## src/rtl/muxbus_pkg.sv

```systemverilog
package muxbus_pkg;
  typedef enum logic [1:0] {ST_IDLE, ST_PEND, ST_BUS, ST_REJ} seq_st_e;
  // SPLIT_HI: first half of an odd word (address A), SPLIT_LO: second half (A+1)
  typedef enum logic [1:0] {AK_WORD, AK_BYTE, AK_SPLIT_HI, AK_SPLIT_LO} acc_kind_e;
endpackage

```

## src/rtl/muxbus_eclk.sv

```systemverilog
module muxbus_eclk #(
  parameter int unsigned E_HALF = 2
) (
  input  logic clk_i,
  input  logic rst_ni,
  output logic e_o,
  output logic ph_last_o
);
  localparam int unsigned PER = 2 * E_HALF;
  localparam int unsigned PHW = (PER > 2) ? $clog2(PER) : 1;

  logic [PHW-1:0] ph_q;

  always_ff @(posedge clk_i or negedge rst_ni) begin
    if (!rst_ni)                       ph_q <= '0;
    else if (ph_q == PHW'(PER - 1))    ph_q <= '0;
    else                               ph_q <= ph_q + PHW'(1);
  end

  assign e_o       = (ph_q >= PHW'(E_HALF));
  assign ph_last_o = (ph_q == PHW'(PER - 1));
endmodule

```

## src/rtl/muxbus_seq.sv

```systemverilog
module muxbus_seq
  import muxbus_pkg::*;
#(
  parameter int unsigned BUS_W     = 16,
  parameter bit          SPLIT_ODD = 1'b1
) (
  input  logic             clk_i,
  input  logic             rst_ni,
  input  logic             ph_last_i,
  input  logic             req_valid_i,
  output logic             req_ready_o,
  input  logic [BUS_W-1:0] req_addr_i,
  input  logic [BUS_W-1:0] req_wdata_i,
  input  logic             req_write_i,
  input  logic             req_byte_i,
  output logic             cyc_act_o,
  output logic [BUS_W-1:0] cyc_addr_o,
  output logic [BUS_W-1:0] cyc_wdata_o,
  output logic             cyc_write_o,
  output acc_kind_e        cyc_kind_o,
  output logic             done_o,
  output logic             err_o
);
  seq_st_e          st_q;
  logic [BUS_W-1:0] addr_q, wdata_q;
  logic             write_q, done_q, err_q;
  acc_kind_e        kind_q;
  logic             odd_word, reject;

  assign odd_word = !req_byte_i && req_addr_i[0];

  if (SPLIT_ODD) begin : g_split
    assign reject = 1'b0;
  end else begin : g_reject
    assign reject = odd_word;
  end

  always_ff @(posedge clk_i or negedge rst_ni) begin
    if (!rst_ni) begin
      st_q    <= ST_IDLE;
      addr_q  <= '0;
      wdata_q <= '0;
      write_q <= 1'b0;
      kind_q  <= AK_WORD;
      done_q  <= 1'b0;
      err_q   <= 1'b0;
    end else begin
      done_q <= 1'b0;
      err_q  <= 1'b0;
      unique case (st_q)
        ST_IDLE: if (req_valid_i) begin
          addr_q  <= req_addr_i;
          wdata_q <= req_wdata_i;
          write_q <= req_write_i;
          if (req_byte_i)    kind_q <= AK_BYTE;
          else if (odd_word) kind_q <= AK_SPLIT_HI;
          else               kind_q <= AK_WORD;
          if (reject)         st_q <= ST_REJ;
          else if (ph_last_i) st_q <= ST_BUS;  // next clock opens an E-low half
          else                st_q <= ST_PEND;
        end
        ST_REJ: begin
          done_q <= 1'b1;
          err_q  <= 1'b1;
          st_q   <= ST_IDLE;
        end
        ST_PEND: if (ph_last_i) st_q <= ST_BUS;
        ST_BUS: if (ph_last_i) begin
          if (kind_q == AK_SPLIT_HI) begin
            kind_q <= AK_SPLIT_LO;
            addr_q <= addr_q + BUS_W'(1);
          end else begin
            done_q <= 1'b1;
            st_q   <= ST_IDLE;
          end
        end
        default: st_q <= ST_IDLE;
      endcase
    end
  end

  assign req_ready_o = (st_q == ST_IDLE);
  assign cyc_act_o   = (st_q == ST_BUS);
  assign cyc_addr_o  = addr_q;
  assign cyc_wdata_o = wdata_q;
  assign cyc_write_o = write_q;
  assign cyc_kind_o  = kind_q;
  assign done_o      = done_q;
  assign err_o       = err_q;
endmodule

```

## src/rtl/muxbus_lanes.sv

```systemverilog
module muxbus_lanes
  import muxbus_pkg::*;
#(
  parameter int unsigned BYTE_W = 8
) (
  input  logic                clk_i,
  input  logic                rst_ni,
  input  logic                e_i,
  input  logic                ph_last_i,
  input  logic                cyc_act_i,
  input  logic [2*BYTE_W-1:0] cyc_addr_i,
  input  logic [2*BYTE_W-1:0] cyc_wdata_i,
  input  logic                cyc_write_i,
  input  acc_kind_e           cyc_kind_i,
  input  logic [2*BYTE_W-1:0] ad_i,
  output logic [2*BYTE_W-1:0] ad_o,
  output logic                ad_oe_o,
  output logic                rw_o,
  output logic                lo_strb_no,
  output logic [2*BYTE_W-1:0] rdata_o
);
  localparam int unsigned BUS_W = 2 * BYTE_W;

  logic              is_word;
  logic [BYTE_W-1:0] wr_byte, rd_lane;
  logic [BUS_W-1:0]  wr_bus, rdata_q;

  assign is_word = (cyc_kind_i == AK_WORD);
  assign wr_byte = (cyc_kind_i == AK_SPLIT_HI) ? cyc_wdata_i[BUS_W-1:BYTE_W]
                                                : cyc_wdata_i[BYTE_W-1:0];
  assign wr_bus  = is_word ? cyc_wdata_i : {wr_byte, wr_byte};
  // big-endian lanes: even address on the upper lane
  assign rd_lane = cyc_addr_i[0] ? ad_i[BYTE_W-1:0] : ad_i[BUS_W-1:BYTE_W];

  always_comb begin
    ad_o = '0;
    if (cyc_act_i) begin
      if (!e_i)             ad_o = cyc_addr_i;
      else if (cyc_write_i) ad_o = wr_bus;
    end
  end

  assign ad_oe_o    = cyc_act_i && (!e_i || cyc_write_i);
  assign rw_o       = !(cyc_act_i && cyc_write_i);
  assign lo_strb_no = !(cyc_act_i && (is_word || cyc_addr_i[0]));

  // ph_last edge is the one on which E falls
  always_ff @(posedge clk_i or negedge rst_ni) begin
    if (!rst_ni) begin
      rdata_q <= '0;
    end else if (cyc_act_i && !cyc_write_i && ph_last_i) begin
      unique case (cyc_kind_i)
        AK_WORD:     rdata_q                    <= ad_i;
        AK_BYTE:     rdata_q                    <= {{BYTE_W{1'b0}}, rd_lane};
        AK_SPLIT_HI: rdata_q[BUS_W-1:BYTE_W]    <= rd_lane;
        AK_SPLIT_LO: rdata_q[BYTE_W-1:0]        <= rd_lane;
        default:     rdata_q                    <= rdata_q;
      endcase
    end
  end

  assign rdata_o = rdata_q;
endmodule

```

## src/rtl/muxbus_master.sv

```systemverilog
module muxbus_master
  import muxbus_pkg::*;
#(
  parameter int unsigned BYTE_W    = 8,
  parameter int unsigned E_HALF    = 2,
  parameter bit          SPLIT_ODD = 1'b1
) (
  input  logic                clk_i,
  input  logic                rst_ni,
  input  logic                req_valid_i,
  output logic                req_ready_o,
  input  logic [2*BYTE_W-1:0] req_addr_i,
  input  logic [2*BYTE_W-1:0] req_wdata_i,
  input  logic                req_write_i,
  input  logic                req_byte_i,
  output logic                done_o,
  output logic                err_o,
  output logic [2*BYTE_W-1:0] rdata_o,
  output logic                e_o,
  output logic                rw_o,
  output logic                lo_strb_no,
  output logic [2*BYTE_W-1:0] ad_o,
  output logic                ad_oe_o,
  input  logic [2*BYTE_W-1:0] ad_i
);
  localparam int unsigned BUS_W = 2 * BYTE_W;

  logic             ph_last, cyc_act, cyc_write;
  logic [BUS_W-1:0] cyc_addr, cyc_wdata;
  acc_kind_e        cyc_kind;

  muxbus_eclk #(.E_HALF(E_HALF)) i_eclk (
    .clk_i     (clk_i),
    .rst_ni    (rst_ni),
    .e_o       (e_o),
    .ph_last_o (ph_last)
  );

  muxbus_seq #(.BUS_W(BUS_W), .SPLIT_ODD(SPLIT_ODD)) i_seq (
    .clk_i       (clk_i),
    .rst_ni      (rst_ni),
    .ph_last_i   (ph_last),
    .req_valid_i (req_valid_i),
    .req_ready_o (req_ready_o),
    .req_addr_i  (req_addr_i),
    .req_wdata_i (req_wdata_i),
    .req_write_i (req_write_i),
    .req_byte_i  (req_byte_i),
    .cyc_act_o   (cyc_act),
    .cyc_addr_o  (cyc_addr),
    .cyc_wdata_o (cyc_wdata),
    .cyc_write_o (cyc_write),
    .cyc_kind_o  (cyc_kind),
    .done_o      (done_o),
    .err_o       (err_o)
  );

  muxbus_lanes #(.BYTE_W(BYTE_W)) i_lanes (
    .clk_i       (clk_i),
    .rst_ni      (rst_ni),
    .e_i         (e_o),
    .ph_last_i   (ph_last),
    .cyc_act_i   (cyc_act),
    .cyc_addr_i  (cyc_addr),
    .cyc_wdata_i (cyc_wdata),
    .cyc_write_i (cyc_write),
    .cyc_kind_i  (cyc_kind),
    .ad_i        (ad_i),
    .ad_o        (ad_o),
    .ad_oe_o     (ad_oe_o),
    .rw_o        (rw_o),
    .lo_strb_no  (lo_strb_no),
    .rdata_o     (rdata_o)
  );
endmodule

```

## config.mk

```make
export PLATFORM = sky130hd
export DESIGN_NAME = muxbus_master
export DESIGN_NICKNAME = d
export VERILOG_FILES = /design/src/rtl/muxbus_pkg.sv /design/src/rtl/muxbus_eclk.sv /design/src/rtl/muxbus_seq.sv /design/src/rtl/muxbus_lanes.sv /design/src/rtl/muxbus_master.sv
export SDC_FILE = /design/constraint.sdc
export NUM_CORES = 1
export LEC_CHECK = 0
export ABC_CLOCK_PERIOD_IN_PS = 3700
export BUFFER_PORTS_ARGS = -buffer_cell sky130_fd_sc_hd__buf_4
export CAP_MARGIN = 20
export CORE_MARGIN = 3
export CORE_UTILIZATION = 55
export CTS_BUF_LIST = sky130_fd_sc_hd__clkbuf_8 sky130_fd_sc_hd__clkbuf_16
export DETAILED_ROUTE_END_ITERATION = 10
export PLACE_DENSITY = 0.83
export SLEW_MARGIN = 20
export SYNTH_ARGS = -nofsm -noshare
export SYNTH_HDL_FRONTEND = slang
export SYNTH_SLANG_ARGS = --single-unit
```

## constraint.sdc

```tcl
create_clock -name clk_i -period 3.7 [get_ports clk_i]
set_input_delay 1.11 -clock clk_i [delete_from_list [all_inputs] [get_ports clk_i]]
set_output_delay 1.11 -clock clk_i [all_outputs]
set_load 0.005 [all_outputs]
```

== Word-level counts from Yosys, hierarchy flattened ==
Cells that the tools add are included.
Cells by class
  $add $sub $neg: 2
  magnitude comparators: 1
  eq/ne operators: 12
  muxes and demuxes: 29
  reduce and logical (&&, ||, !) cells: 24
Operators by type and width (count)
  $mux W16: 7
  $pmux W16 S2: 1
  $pmux W8 S3: 1
  $mux W2: 11
  $add A16 B1 Y16 const B: 1
  $mux W8: 2
  $pmux W8 S2: 1
  $eq A2 B2 Y1 const B: 5
  $pmux W2 S4: 1
  $reduce_and A4 Y1: 2
  $logic_and A1 B1 Y1: 6
  $ne A2 B2 Y1 const B: 3
  $reduce_and A2 Y1: 3
  $logic_not A1 Y1: 5
  $eq A2 B1 Y1 const B: 2
  $logic_not A2 Y1: 2
  $ne A2 B1 Y1 const B: 2
  $pmux W2 S2: 1
  $reduce_bool A2 Y1: 2
  $mux W1: 3
  $reduce_bool A3 Y1: 1
  $add A2 B1 Y2 const B: 1
  $ge A2 B2 Y1 const B: 1
  $logic_or A1 B1 Y1: 2
  other kinds (2): 2
Word-level totals
  bits in registers: 57
  bits of input ports: 53
  output and inout bits: 39
  word-level logic and storage cells: 78

== Depth between registers and ports, before layout ==
  depth in word-level cells: 6
  depth in mapped cells: 8
  depth with buffers taken out: 6

== Cells and area by module ==
Synthesis repeated with hierarchy kept, for this count alone.
Second synthesis, totals
  cells, all modules: 354
  area, all modules: 3329.4 um2
By module, submodules not included
  muxbus_seq: instances 1, cells each 183, area each 1956.9 um2, sequential area each 975.9 um2
  muxbus_lanes: instances 1, cells each 163, area each 1280.0 um2, sequential area each 400.4 um2
  muxbus_eclk: instances 1, cells each 8, area each 92.6 um2, sequential area each 50.0 um2

== Worst setup path after synthesis ==
No wires, ideal clock.
  path type: register to output
  start point: reg i_seq.kind_q[0] (netlist: i_seq.cyc_kind_o[0])
  end point: out ad_o[0]
  data arrival time: 1.572 ns
  data required time: 2.590 ns
  slack: 1.018 ns
  stages on the path, launching flop included: 7
  buffers on the path: 1
  path through: dfrtp_1 > inv_1 > ha_1 > clkbuf_1 > mux2_2 > o21ai_0 > o21ai_0
Between the ends
  cells in the longest elaborated chain, start to end: 6
  elaborated cells on any way between the ends: 7
  those cells by class: eq/ne: 1; mux: 5; reduce/logical: 1
Ends and longest elaborated chain
  start, declared: line muxbus_seq.sv:27  | acc_kind_e kind_q;
  start signal, assigned: line muxbus_seq.sv:44  | kind_q <= AK_WORD;
  start signal, assigned: line muxbus_seq.sv:55  | if (req_byte_i) kind_q <= AK_BYTE;
  start signal, assigned: line muxbus_seq.sv:56  | else if (odd_word) kind_q <= AK_SPLIT_HI;
  $eq A2 B2 Y1: line muxbus_lanes.sv:29  | assign wr_byte = (cyc_kind_i == AK_SPLIT_HI) ? cyc_wdata_i[BUS_W-1:BYTE_W]
  $mux W8: line muxbus_lanes.sv:29
  $mux W16 *: line muxbus_lanes.sv:31  | assign wr_bus = is_word ? cyc_wdata_i : {wr_byte, wr_byte};
  $mux W16 *: line muxbus_lanes.sv:39  | else if (cyc_write_i) ad_o = wr_bus;
  $mux W16 *: line muxbus_lanes.sv:38  | if (!e_i) ad_o = cyc_addr_i;
  $mux W16 *: line muxbus_lanes.sv:37  | if (cyc_act_i) begin
  end, declared: line muxbus_master.sv:22  | output logic [2*BYTE_W-1:0] ad_o,
Mark *: on every way between the ends. The rest lies on a longest branch, timed or not.

== Worst setup path in the final report ==
  start point: reg i_seq.kind_q[0] (netlist: i_seq.cyc_kind_o[0])
  end point: out ad_o[4]
The elaborated chain is that of the path after synthesis.

==> results.md <==
* Switching pwr at 1.43 mW
* Ys Warns at 0
* Site Rows at 27
* Post-layout min period at 3.39 ns
* TritonCTS clock tree: built
* Simple-Gate Fraction of Synth Area at 17.4%
* Lkg Pwr at 1.97 nW
* Mapped Nets at 445
* Vias in the first global route at just over 3000
* Critical path fanouts, max at 9
* Largest family of logic cells by synthesized area: compound AO/OA/AOI/OAI gates
* Initial antenna violation count at 0
* WL per Instance at 16.8 um
* Pwr Total at 3.45 mW
* Htree depth at 3
* Nets at 522
* Max VDD drop at 0.467 mV
* Total Routed Length at ~9000 um
* Width of the die at between 80 and 90 um
* Gate power share at 49.7%
* Worst reg2reg startpoint: i_seq.st_q[1]
* Post-synth top area share at 42.2%
* Area contributors post-synth: dfrtp_1 (42%), o21ai_0 (8.0%), mux2_2 (8.0%)
* Initial Utilization at 59.2%
* DIE HEIGHT at 84.4 um
* Worst Hold Class: reg -> reg
* Layout cells sized above 1 at just over 30%
* Clock root buffer: clkbuf_8
* Max-cap violations at 0
* Post-CTS setup buffer count at 0
* Detailed-route via count at between 3000 and 4000
* Pwr/cell area at 818 nW/um^2
* Worst r2r dst: i_seq.cyc_addr_o[15]
* Hold Path Cell Cnt at 2
* Setup TNS at 0 ns
* CP Class: reg -> out
* Vias per cell at 5.97
* DRT Pass-1 Iters at 5
* Critical-path cell list: inv_1, ha_1, mux2_2, o21ai_0, o21ai_0, buf_4
* Fin. Hold Viols at 0
* Sw Share at 41.5%
* Post-DP HPWL at 6410 um
* Area grow syn2layout at 24.7%
* Slew @ Worst Pin at 0.907 ns
* GRT Resource Usage Total at 25.9%
* Largest net degree at the start of global routing at 58
* Die ar. at 7120 um^2
* Clock Sinks at 57
* Sequential Power Share at 35.2%
* I/O Buffers at 91
* Sequential area share after synthesis at 42.2%
* Hold EP: i_lanes.rdata_o[14]
* Fillers at 425
* Number of I/O pins at 92
* Diode count at 0
* RePlAce Congestion at 0.814
* TritonCTS Buffers at 9
* Synth Register Bits at 57
* Mux share of post-synthesis cell area at 8.59%
* Pre-CTS worst setup slack at between 0.7 and 0.8 ns
* Syn Inst Count at 384
* Most frequent cells after synthesis: dfrtp_1 (57), o21ai_0 (54), nor2_1 (44)
* Post-CTS Resized at 0
* CP delay by family, top: adder cells
* Clock latency on the worst-skew pair at 0.35 ns
* Cts hold-fix bufs at 0
* Worst Path Arrival at approximately 2.3 ns
* Synth Area in Adders at between 2 and 3%
* Core footprint at ~5700 um^2
* Critical Path Max Stage Delay at 0.46 ns
* Mapped Area at around 3400 um^2
* Most common cell in the netlist: dfrtp_1
* Ys flop type: dfrtp_1
* Slowest stage cell, crit path: ha_1
* Setup Skew at 0.0129 ns
* Fmax at 0.295 GHz
* Worst rel slew slack at 39.2%
* Xor/xnor cell area share of the yosys netlist at 0%
* Reg2reg path depth at 5
* Worst-path clk slew at 0.06 ns
* Most frequent CP cell: o21ai_0
* Post-DRT Antenna Nets at 0
* Number of DRC markers in iteration 0 at 316
* Final instance area at 4220 um^2
* Congestion Overflow GR at 0
* FFs w/ async S/R, synth at 100%
* Worst Setup Start Kind: register
* Global-route wire length before repair at 14800 um
* Period Utilization, post-route at a little over 90%
* Compound-gate portion of the synthesized area at 22.3%
* Area leader, netlist: dfrtp_1
* R2r setup slk at 1.63 ns
* Req. time, crit path at approximately 2.6 ns
* Setup WS post-layout at 0.307 ns
* Post-synth EDFFs at 0
* Final setup vio count at 0
* Worst path bufs/invs at 2
* DRC at 0
* Max Root-Sink Buffers at 2
* Setup crit end kind: output pin
* Internal at 2.02 mW
* Placed inst area at 4040 um^2
* Post-Synthesis Mean Instance Area at ~8.8 um^2
* Worst hold margin at 0.488 ns
* Netlist cell types at 44
* Max Slew Vio Count at 0
* Clock Power Share at 15.1%
* RSZ-0062 raised after global routing: no
* Hold Crit Start: i_lanes.rdata_o[14]
* Status: finished clean
[sequential cells by signal, indices dropped and copies added (netlist names)]
signal,flops
i_seq.cyc_wdata_o,16
i_seq.cyc_kind_o,2
i_eclk.ph_q,2
i_lanes.rdata_o,16
i_seq.done_o,1
i_seq.cyc_write_o,1
i_seq.err_o,1
i_seq.cyc_addr_o,16
i_seq.st_q,2
[stage by stage]
| step | cells | util, % |
|---|---|---|
| 2_1_floorplan | 384 | - |
| 3_3_place_gp | 522 | 70.7 |
| 3_5_place_dp | 522 | 70.7 |
| 4_1_cts | 538 | 73.8 |
| 5_1_grt | 538 | 73.8 |
| 6_report | 538 | 73.8 |
[power groups by stage]
stage                     logic [mW]  registers (mW)  clock network [mW]
final                           1.71            1.21               0.521
after global routing            1.89            1.25               0.567
after CTS                       1.70            1.20               0.523
after detailed placement        1.69            1.21                   0
after global placement          1.64            1.19                   0
after floorplan                 1.18            1.10                   0
[final cells by class]
cell class              instances  area [um^2]  share of cell area, %
multi-input cells             280         1740                   41.3
flip-flops and latches         57         1430                   33.8
repair buffers                 96          721                   17.1
clock buffers                  11          151                   3.59
well taps                      72         90.1                   2.14
inverters                      17         63.8                   1.51
clock inverters                 5         22.5                  0.534
[layer usage]
layer  global-route usage, %  vias up  wire (um)
met5                       0        -          0
met4                    10.4        0        153
met3                    5.20       16        706
met2                    39.9      148       4250
met1                    36.1     1537       3940
li1                        -     1509          -
[cells in the final DEF, fill, tap and decap left out, types with 2 or more instances in the layout]
master / n
buf_4: 96
dfrtp_1: 57
o21ai_0: 54
nor2_1: 44
a21oi_1: 40
nand2_1: 33
mux2_2: 24
inv_1: 19
nand3_1: 14
clkbuf_8: 11
a2bb2oi_1: 9
ha_1: 8
nand4_1: 5
o22ai_1: 4
o22a_1: 4
and4_1: 3
and3_1: 3
a31oi_1: 3
a41o_1: 3
clkinv_2: 3
nor3_2: 2
mux2i_1: 2
and2_1: 2
or3_1: 2
o21ai_1: 2
nor3_1: 2
[worst min-delay path, delay by kind of cell, from the launching register on]
family	cells	cell delay [ns]
flip-flops	1	0.35
AO/OA/AOI/OAI	1	0.06
AND/OR/NAND/NOR	1	0.05
[cells by family after synthesis]
family                   Yosys count
AND/OR/NAND/NOR                  120
adder cells (fa/ha/maj)            8
AO/OA/AOI/OAI                    126
flip-flops                        57
multiplexers                      26
buffers and inverters             47
[worst max path at each step]
| stage | cells after the start | start | endpoint | slack (ns) |
|---|---|---|---|---|
| finish | 6 | i_seq.cyc_kind_o[0] | ad_o[4] | 0.31 |
| global route | 6 | i_seq.cyc_kind_o[0] | ad_o[5] | 0.22 |
| CTS | 6 | i_seq.cyc_kind_o[0] | ad_o[3] | 0.30 |
| floorplan | 6 | i_seq.cyc_kind_o[0] | ad_o[0] | 1.02 |
| detailed placement | 6 | i_seq.cyc_kind_o[0] | ad_o[5] | 0.71 |
| global placement | 6 | i_seq.cyc_kind_o[0] | ad_o[0] | 0.83 |
(Power assumes the default switching activity.)
